<file path="src/rtl/uart_rb_pkg.sv">
package uart_rb_pkg;
  parameter int DW    = 8;
  parameter int AW    = 3;
  parameter int IERW  = 4;
  parameter int MCRW  = 5;
  parameter int TRGW  = 4;
  localparam int NSLOT = 1 << AW;

  typedef enum logic [AW-1:0] {
    A_DATA = 3'd0,
    A_IEN  = 3'd1,
    A_IFC  = 3'd2,
    A_LCTL = 3'd3,
    A_MCTL = 3'd4,
    A_LST  = 3'd5,
    A_MST  = 3'd6,
    A_SCR  = 3'd7
  } reg_addr_e;

  typedef struct packed {
    logic [IERW-1:0] ier;
    logic [DW-1:0]   lcr;
    logic [MCRW-1:0] mcr;
    logic [DW-1:0]   spr;
    logic [DW-1:0]   dll;
    logic [DW-1:0]   dlm;
    logic            fen;
    logic            dma;
    logic [1:0]      trig;
  } ctrl_regs_t;

  typedef struct packed {
    logic dll;
    logic dlm;
    logic ier;
    logic fcr;
    logic lcr;
    logic mcr;
    logic spr;
  } wr_sel_t;

  function automatic logic [TRGW-1:0] trig_depth(input logic [1:0] sel);
    case (sel)
      2'b00:   trig_depth = TRGW'(1);
      2'b01:   trig_depth = TRGW'(4);
      2'b10:   trig_depth = TRGW'(8);
      default: trig_depth = TRGW'(14);
    endcase
  endfunction
endpackage

</file>
<file path="src/rtl/uart_rb_decode.sv">
module uart_rb_decode
  import uart_rb_pkg::*;
(
  input  logic [AW-1:0] addr,
  input  logic          rd_en,
  input  logic          wr_en,
  input  logic          dlab,
  output wr_sel_t       we,
  output logic          rx_pop,
  output logic          tx_push
);
  logic [NSLOT-1:0] hit;

  genvar g;
  generate
    for (g = 0; g < NSLOT; g++) begin : g_hit
      assign hit[g] = (addr == AW'(g));
    end
  endgenerate

  always_comb begin
    we     = '0;
    we.dll = wr_en &  dlab & hit[A_DATA];
    we.dlm = wr_en &  dlab & hit[A_IEN];
    we.ier = wr_en & ~dlab & hit[A_IEN];
    we.fcr = wr_en & hit[A_IFC];
    we.lcr = wr_en & hit[A_LCTL];
    we.mcr = wr_en & hit[A_MCTL];
    we.spr = wr_en & hit[A_SCR];
  end

  assign rx_pop  = rd_en & ~dlab & hit[A_DATA];
  assign tx_push = wr_en & ~dlab & hit[A_DATA];
endmodule

</file>
<file path="src/rtl/uart_rb_store.sv">
module uart_rb_store
  import uart_rb_pkg::*;
(
  input  logic          clk,
  input  logic          rst_n,
  input  wr_sel_t       we,
  input  logic [DW-1:0] wdata,
  output ctrl_regs_t    q
);
  always_ff @(posedge clk) begin
    if (!rst_n) begin
      q <= '0;
    end else begin
      if (we.ier) q.ier <= wdata[IERW-1:0];
      if (we.lcr) q.lcr <= wdata;
      if (we.mcr) q.mcr <= wdata[MCRW-1:0];
      if (we.spr) q.spr <= wdata;
      if (we.dll) q.dll <= wdata;
      if (we.dlm) q.dlm <= wdata;
      if (we.fcr) begin
        q.fen  <= wdata[0];
        q.dma  <= wdata[3];
        q.trig <= wdata[7:6];
      end
    end
  end

  AST_SPR_HOLD: assert property (@(posedge clk) disable iff (!rst_n)
    !we.spr |=> $stable(q.spr));
  AST_DLL_LOAD: assert property (@(posedge clk) disable iff (!rst_n)
    we.dll |=> (q.dll == $past(wdata)));
endmodule

</file>
<file path="src/rtl/uart_rb_rdmux.sv">
module uart_rb_rdmux
  import uart_rb_pkg::*;
(
  input  logic [AW-1:0] addr,
  input  logic          dlab,
  input  ctrl_regs_t    q,
  input  logic [DW-1:0] rx_data,
  input  logic [2:0]    intr_id,
  input  logic          intr_pend,
  input  logic [DW-1:0] line_stat,
  input  logic [DW-1:0] modem_stat,
  output logic [DW-1:0] val
);
  always_comb begin
    case (addr)
      A_DATA:  val = dlab ? q.dll : rx_data;
      A_IEN:   val = dlab ? q.dlm : {{(DW-IERW){1'b0}}, q.ier};
      A_IFC:   val = {q.fen, q.fen, 2'b00, intr_id, ~intr_pend};
      A_LCTL:  val = q.lcr;
      A_MCTL:  val = {{(DW-MCRW){1'b0}}, q.mcr};
      A_LST:   val = line_stat;
      A_MST:   val = modem_stat;
      default: val = q.spr;
    endcase
  end
endmodule

</file>
<file path="src/rtl/uart_regbank.sv">
module uart_regbank
  import uart_rb_pkg::*;
(
  input  logic            clk,
  input  logic            rst_n,
  input  logic [AW-1:0]   addr,
  input  logic            rd_en,
  input  logic            wr_en,
  input  logic [DW-1:0]   wdata,
  output logic [DW-1:0]   rdata,
  input  logic [DW-1:0]   rx_data,
  output logic            rx_pop,
  output logic            tx_push,
  output logic [DW-1:0]   tx_data,
  output logic            rx_flush,
  output logic            tx_flush,
  input  logic [2:0]      intr_id,
  input  logic            intr_pend,
  input  logic [DW-1:0]   line_stat,
  input  logic [DW-1:0]   modem_stat,
  output logic [IERW-1:0] ier_o,
  output logic [DW-1:0]   lcr_o,
  output logic [MCRW-1:0] mcr_o,
  output logic [DW-1:0]   dll_o,
  output logic [DW-1:0]   dlm_o,
  output logic            fifo_en,
  output logic            fifo_dma,
  output logic [TRGW-1:0] rx_trig_lvl
);
  wr_sel_t       we;
  ctrl_regs_t    q;
  logic [DW-1:0] rd_val;
  logic          dlab;

  assign dlab = q.lcr[DW-1];

  uart_rb_decode u_dec (
    .addr    (addr),
    .rd_en   (rd_en),
    .wr_en   (wr_en),
    .dlab    (dlab),
    .we      (we),
    .rx_pop  (rx_pop),
    .tx_push (tx_push)
  );

  uart_rb_store u_store (
    .clk   (clk),
    .rst_n (rst_n),
    .we    (we),
    .wdata (wdata),
    .q     (q)
  );

  uart_rb_rdmux u_rmux (
    .addr       (addr),
    .dlab       (dlab),
    .q          (q),
    .rx_data    (rx_data),
    .intr_id    (intr_id),
    .intr_pend  (intr_pend),
    .line_stat  (line_stat),
    .modem_stat (modem_stat),
    .val        (rd_val)
  );

  assign rdata       = rd_en ? rd_val : '0;
  assign tx_data     = tx_push ? wdata : '0;
  assign rx_flush    = we.fcr & wdata[1];
  assign tx_flush    = we.fcr & wdata[2];
  assign ier_o       = q.ier;
  assign lcr_o       = q.lcr;
  assign mcr_o       = q.mcr;
  assign dll_o       = q.dll;
  assign dlm_o       = q.dlm;
  assign fifo_en     = q.fen;
  assign fifo_dma    = q.dma;
  assign rx_trig_lvl = trig_depth(q.trig);

  AST_TX_BANK0: assert property (@(posedge clk) disable iff (!rst_n)
    tx_push |-> !lcr_o[DW-1]);
  AST_ISR_IDLE: assert property (@(posedge clk) disable iff (!rst_n)
    (rd_en && addr == A_IFC && !intr_pend) |-> rdata[0]);
  AST_RO_WRITE: assert property (@(posedge clk) disable iff (!rst_n)
    (wr_en && (addr == A_LST || addr == A_MST)) |=> $stable(q));
  AST_FLUSH_SRC: assert property (@(posedge clk) disable iff (!rst_n)
    (rx_flush || tx_flush) |-> (wr_en && addr == A_IFC));
endmodule

</file>
<file path="config.mk">
export PLATFORM = sky130hd
export DESIGN_NAME = uart_regbank
export DESIGN_NICKNAME = d
export VERILOG_FILES = /design/src/rtl/uart_rb_pkg.sv /design/src/rtl/uart_rb_decode.sv /design/src/rtl/uart_rb_store.sv /design/src/rtl/uart_rb_rdmux.sv /design/src/rtl/uart_regbank.sv
export SDC_FILE = /design/constraint.sdc
export NUM_CORES = 1
export LEC_CHECK = 0
export BUFFER_PORTS_ARGS = -buffer_cell sky130_fd_sc_hd__clkbuf_2
export CAP_MARGIN = 20
export CORE_UTILIZATION = 50
export CTS_CLUSTER_SIZE = 24
export DETAILED_ROUTE_END_ITERATION = 10
export GPL_TIMING_DRIVEN = 0
export PLACE_DENSITY = 0.81
export SLEW_MARGIN = 20
export SYNTH_ARGS = -nofsm -noshare
export SYNTH_HDL_FRONTEND = slang
export SYNTH_SLANG_ARGS = --single-unit
export TNS_END_PERCENT = 5
</file>
<file path="constraint.sdc">
create_clock -name clk -period 2.05 [get_ports clk]
set_input_delay 0.41 -clock clk [delete_from_list [all_inputs] [get_ports clk]]
set_output_delay 0.41 -clock clk [all_outputs]
set_load 0.03 [all_outputs]
</file>
==> results.py <==
metrics = {
    "outcome": {
        "outcome": "complete, but fails checks",
        "violations": "setup timing",
    },
    "cts": {
        "worst_skew_pair.late_latency_ps": 310,
        "hold_buffers": 0,
        "clockRootBuffer": "clkbuf_8",
        "clk_pin_slew_ps": 100,
        "cts.sinks": 45,
        "clock_path_buffers": 2,
        "cts_made_buffers": 5,
        "htree_levels": 2,
        "cts_tree": "yes",
    },
    "die": {
        "dieArea_sq_um": 5760,
        "core.rowCount": 26,
        "die_h_um": 75.9,
        "initial_core_util_pct": 52.8,
        "die_w_um": 75.9,
        "coreArea_sq_um": 5170,
        "io_pins": 102,
    },
    "detailed_routing": {
        "vias_per_cell": 5.56,
        "first_pass_iters": 7,
        "wl_per_cell_um": 17.1,
        "finalWirelength_um": 9090,
        "drt_iter0_drc": 284,
        "antenna_left": 0,
        "drc_errors": 0,
        "via_count": 2946,
    },
    "logic_synthesis": {
        "synth_cell_type_count": 41,
        "syn-num-nets": 389,
        "synth_flop_cell": "dfxtp_1",
        "synthCells": 346,
        "yosys_warnings": 0,
        "syn_area_sq_um": 2730,
        "yosys.area.top_type": "dfxtp_1",
        "synth-seq-cells": 45,
        "synth_top_area_share_pct": 33.0,
        "post-synth-top-count-cell": "nand2_1",
        "ys_seq_area_share_pct": 33.0,
        "synth_compound_area_share_pct": 21.4,
        "yosys.area_share.adder_pct": 0,
        "synth-edff-count": 0,
        "synth_top_family_by_area": "compound AO/OA/AOI/OAI gates",
        "synth_common_cells": "nand2_1 (62), dfxtp_1 (45), o21ai_0 (34)",
        "synth-xor-area-share_pct": 0,
        "syn_avg_cell_area_sq_um": 7.89,
        "synth_mux_area_share_pct": 10.7,
        "postSynth.asyncResetShare_pct": 0,
        "synth_area_leaders": "dfxtp_1 (33%), mux2i_1 (10%), buf_4 (9.1%)",
        "synthSimpleGateAreaFrac_pct": 21.4,
    },
    "final_layout": {
        "stdcell_area_sq_um": 3910,
        "largest_register_ffs": 45,
        "regMostFlops": "u_store.q",
        "instances_no_fill": 530,
        "area_growth_pct": 43.0,
        "antenna_cells": 0,
        "reg_top3": "u_store.q x45",
        "final_net_count": 502,
        "drive_above_1_share_pct": 44.1,
    },
    "sta": {
        "fmax_mhz": 477,
        "hold_ws_ps": 431,
        "hold_viol": 0,
        "min_period_ps": 2100,
        "setup_tns_ps": -118,
        "finalWorstSetupSlack_ps": -47.8,
        "report.final.slew_viol_count": 0,
        "grt_setup_unrepaired": "true",
        "skew_ps": 9.59,
        "finalSetupViolCount": 4,
        "max-slew-margin-rel_pct": 25.3,
        "fin_crit_sh_pct": 102,
        "worst_pin_slew_ps": 1110,
    },
    "critical_path": {
        "cp.required_ps": 1640,
        "crit_buf_inv": 3,
        "crit_family": "simple AND/OR/NAND/NOR gates",
        "worst_setup_path_start_kind": "input pin",
        "critPathMaxFanout": 5,
        "worstPathCellList": "buf_8, or3b_4, buf_8, o22ai_4, nor2_2, a21oi_2, clkbuf_8",
        "ff2ff_path_depth": 6,
        "cp_slowest_cell": "or3b_4",
        "worst-endpoint-arrival_ps": 1690,
        "cp_common_cell": "buf_8",
        "max_stage_delay_ps": 430,
        "path_class": "in -> out",
        "end_kind": "output pin",
        "cp.depth": 7,
    },
    "flow_run": {
        "maxCapViolCount": 0,
    },
    "power_and_ir_drop": {
        "powerDensity_nw_per_um2": 491,
        "leakage_uw": 0.00166,
        "ir_worst_vdd_uv": 439,
        "finalPower_uw": 1920,
    },
    "global_route": {
        "grt_max_degree": 15,
        "grt_first_pass_wirelength_um": 13800,
        "grt_antenna_before_repair": 0,
        "grt_overflow": 0,
        "groute.usage.overall_pct": 30.7,
        "grt_pass1_vias": 2797,
    },
    "place": {
        "dp.cells": 516,
        "io_buffer_count": 100,
        "placed_area_sq_um": 3370,
        "gp_congestion": 0.894,
        "dp_hpwl_um": 6150,
    },
    "worst_hold_path": {
        "hp-class": "in -> reg",
        "whs_path_depth": 2,
    },
}
==> layout make-up <==
type / count / area, sq um
clock buffer: 6 / 82.6
fill: 409 / 1270
inverter: 3 / 11.3
multi-input combinational: 240 / 1650
tap: 70 / 87.6
buffer: 55 / 429
timing repair buffer: 109 / 728
sequential: 45 / 905
clock inverter: 2 / 13.8
==> stage by stage <==
| step | setup slack (ps) | utilization (%) |
|---|---|---|
| final | -47.8 | 75.5 |
| after global routing | -88.8 | 75.5 |
| after CTS | -114 | 72.7 |
| after detailed placement | -372 | 65.1 |
| after global placement | -328 | 65.1 |
| after floorplan | -110 | - |
==> path summary, 6_finish.rpt <==
path / startpoint / to / slack, ps
worst min register to register: u_store.q[26] / u_store.q[26] / 470
worst min-delay path: rst_n / u_store.q[17] / 430
worst max-delay path: addr[1] / rdata[0] / -50
worst max register to register: u_store.q[40] / u_store.q[11] / 350
==> kinds of logic after synthesis <==
family                 Yosys count
buffers and inverters           61
flip-flops                      45
multiplexers                    29
AND/OR/NAND/NOR                121
AO/OA/AOI/OAI                   90
==> placed cells by master, fill, tap and decap left out, types with 2 or more instances in the layout <==
cell type | Yosys | layout
clkbuf_2 | 0 | 82
nand2_1 | 62 | 61
buf_4 | 33 | 46
dfxtp_1 | 45 | 44
a21boi_0 | 32 | 32
o21ai_0 | 34 | 28
mux2i_1 | 28 | 22
nor2b_1 | 15 | 15
buf_8 | 0 | 12
clkbuf_8 | 0 | 12
clkbuf_1 | 16 | 9
and2_4 | 0 | 8
nor2_1 | 11 | 8
o21ai_1 | 0 | 5
and2_1 | 12 | 4
buf_6 | 1 | 4
nor2_2 | 1 | 4
mux2i_2 | 0 | 4
inv_1 | 3 | 3
nand3b_1 | 3 | 3
a21oi_1 | 6 | 3
a21oi_2 | 0 | 3
clkbuf_4 | 0 | 2
buf_12 | 0 | 2
mux2i_4 | 0 | 2
nand2b_1 | 2 | 2
nor3b_1 | 2 | 2
o221ai_1 | 2 | 2
a211oi_2 | 0 | 2
o22ai_1 | 4 | 2
or3_1 | 3 | 2
==> per-layer routing <==
| layer | vias up | GRT usage, % | share of wire, % |
|---|---|---|---|
| met5 | - | 0 | 0 |
| met1 | 1361 | 37.3 | 39 |
| met4 | 0 | 15.8 | 3.1 |
| li1 | 1373 | - | - |
| met3 | 31 | 5.90 | 9.1 |
| met2 | 181 | 51.6 | 48 |
==> power breakdown <==
part           switching (uW)  internal, uW
clock                     332           274
sequential               11.5           885
combinational             233           181
total                     577          1340
==> repair_timing <==
item | CTS | global route
pin swaps | 6 | 13
endpoints found under the setup margin | 20 | 19
buffers inserted | 4 | 5
resized for setup | 70 | 53
Power figures use the tool's default switching activity.
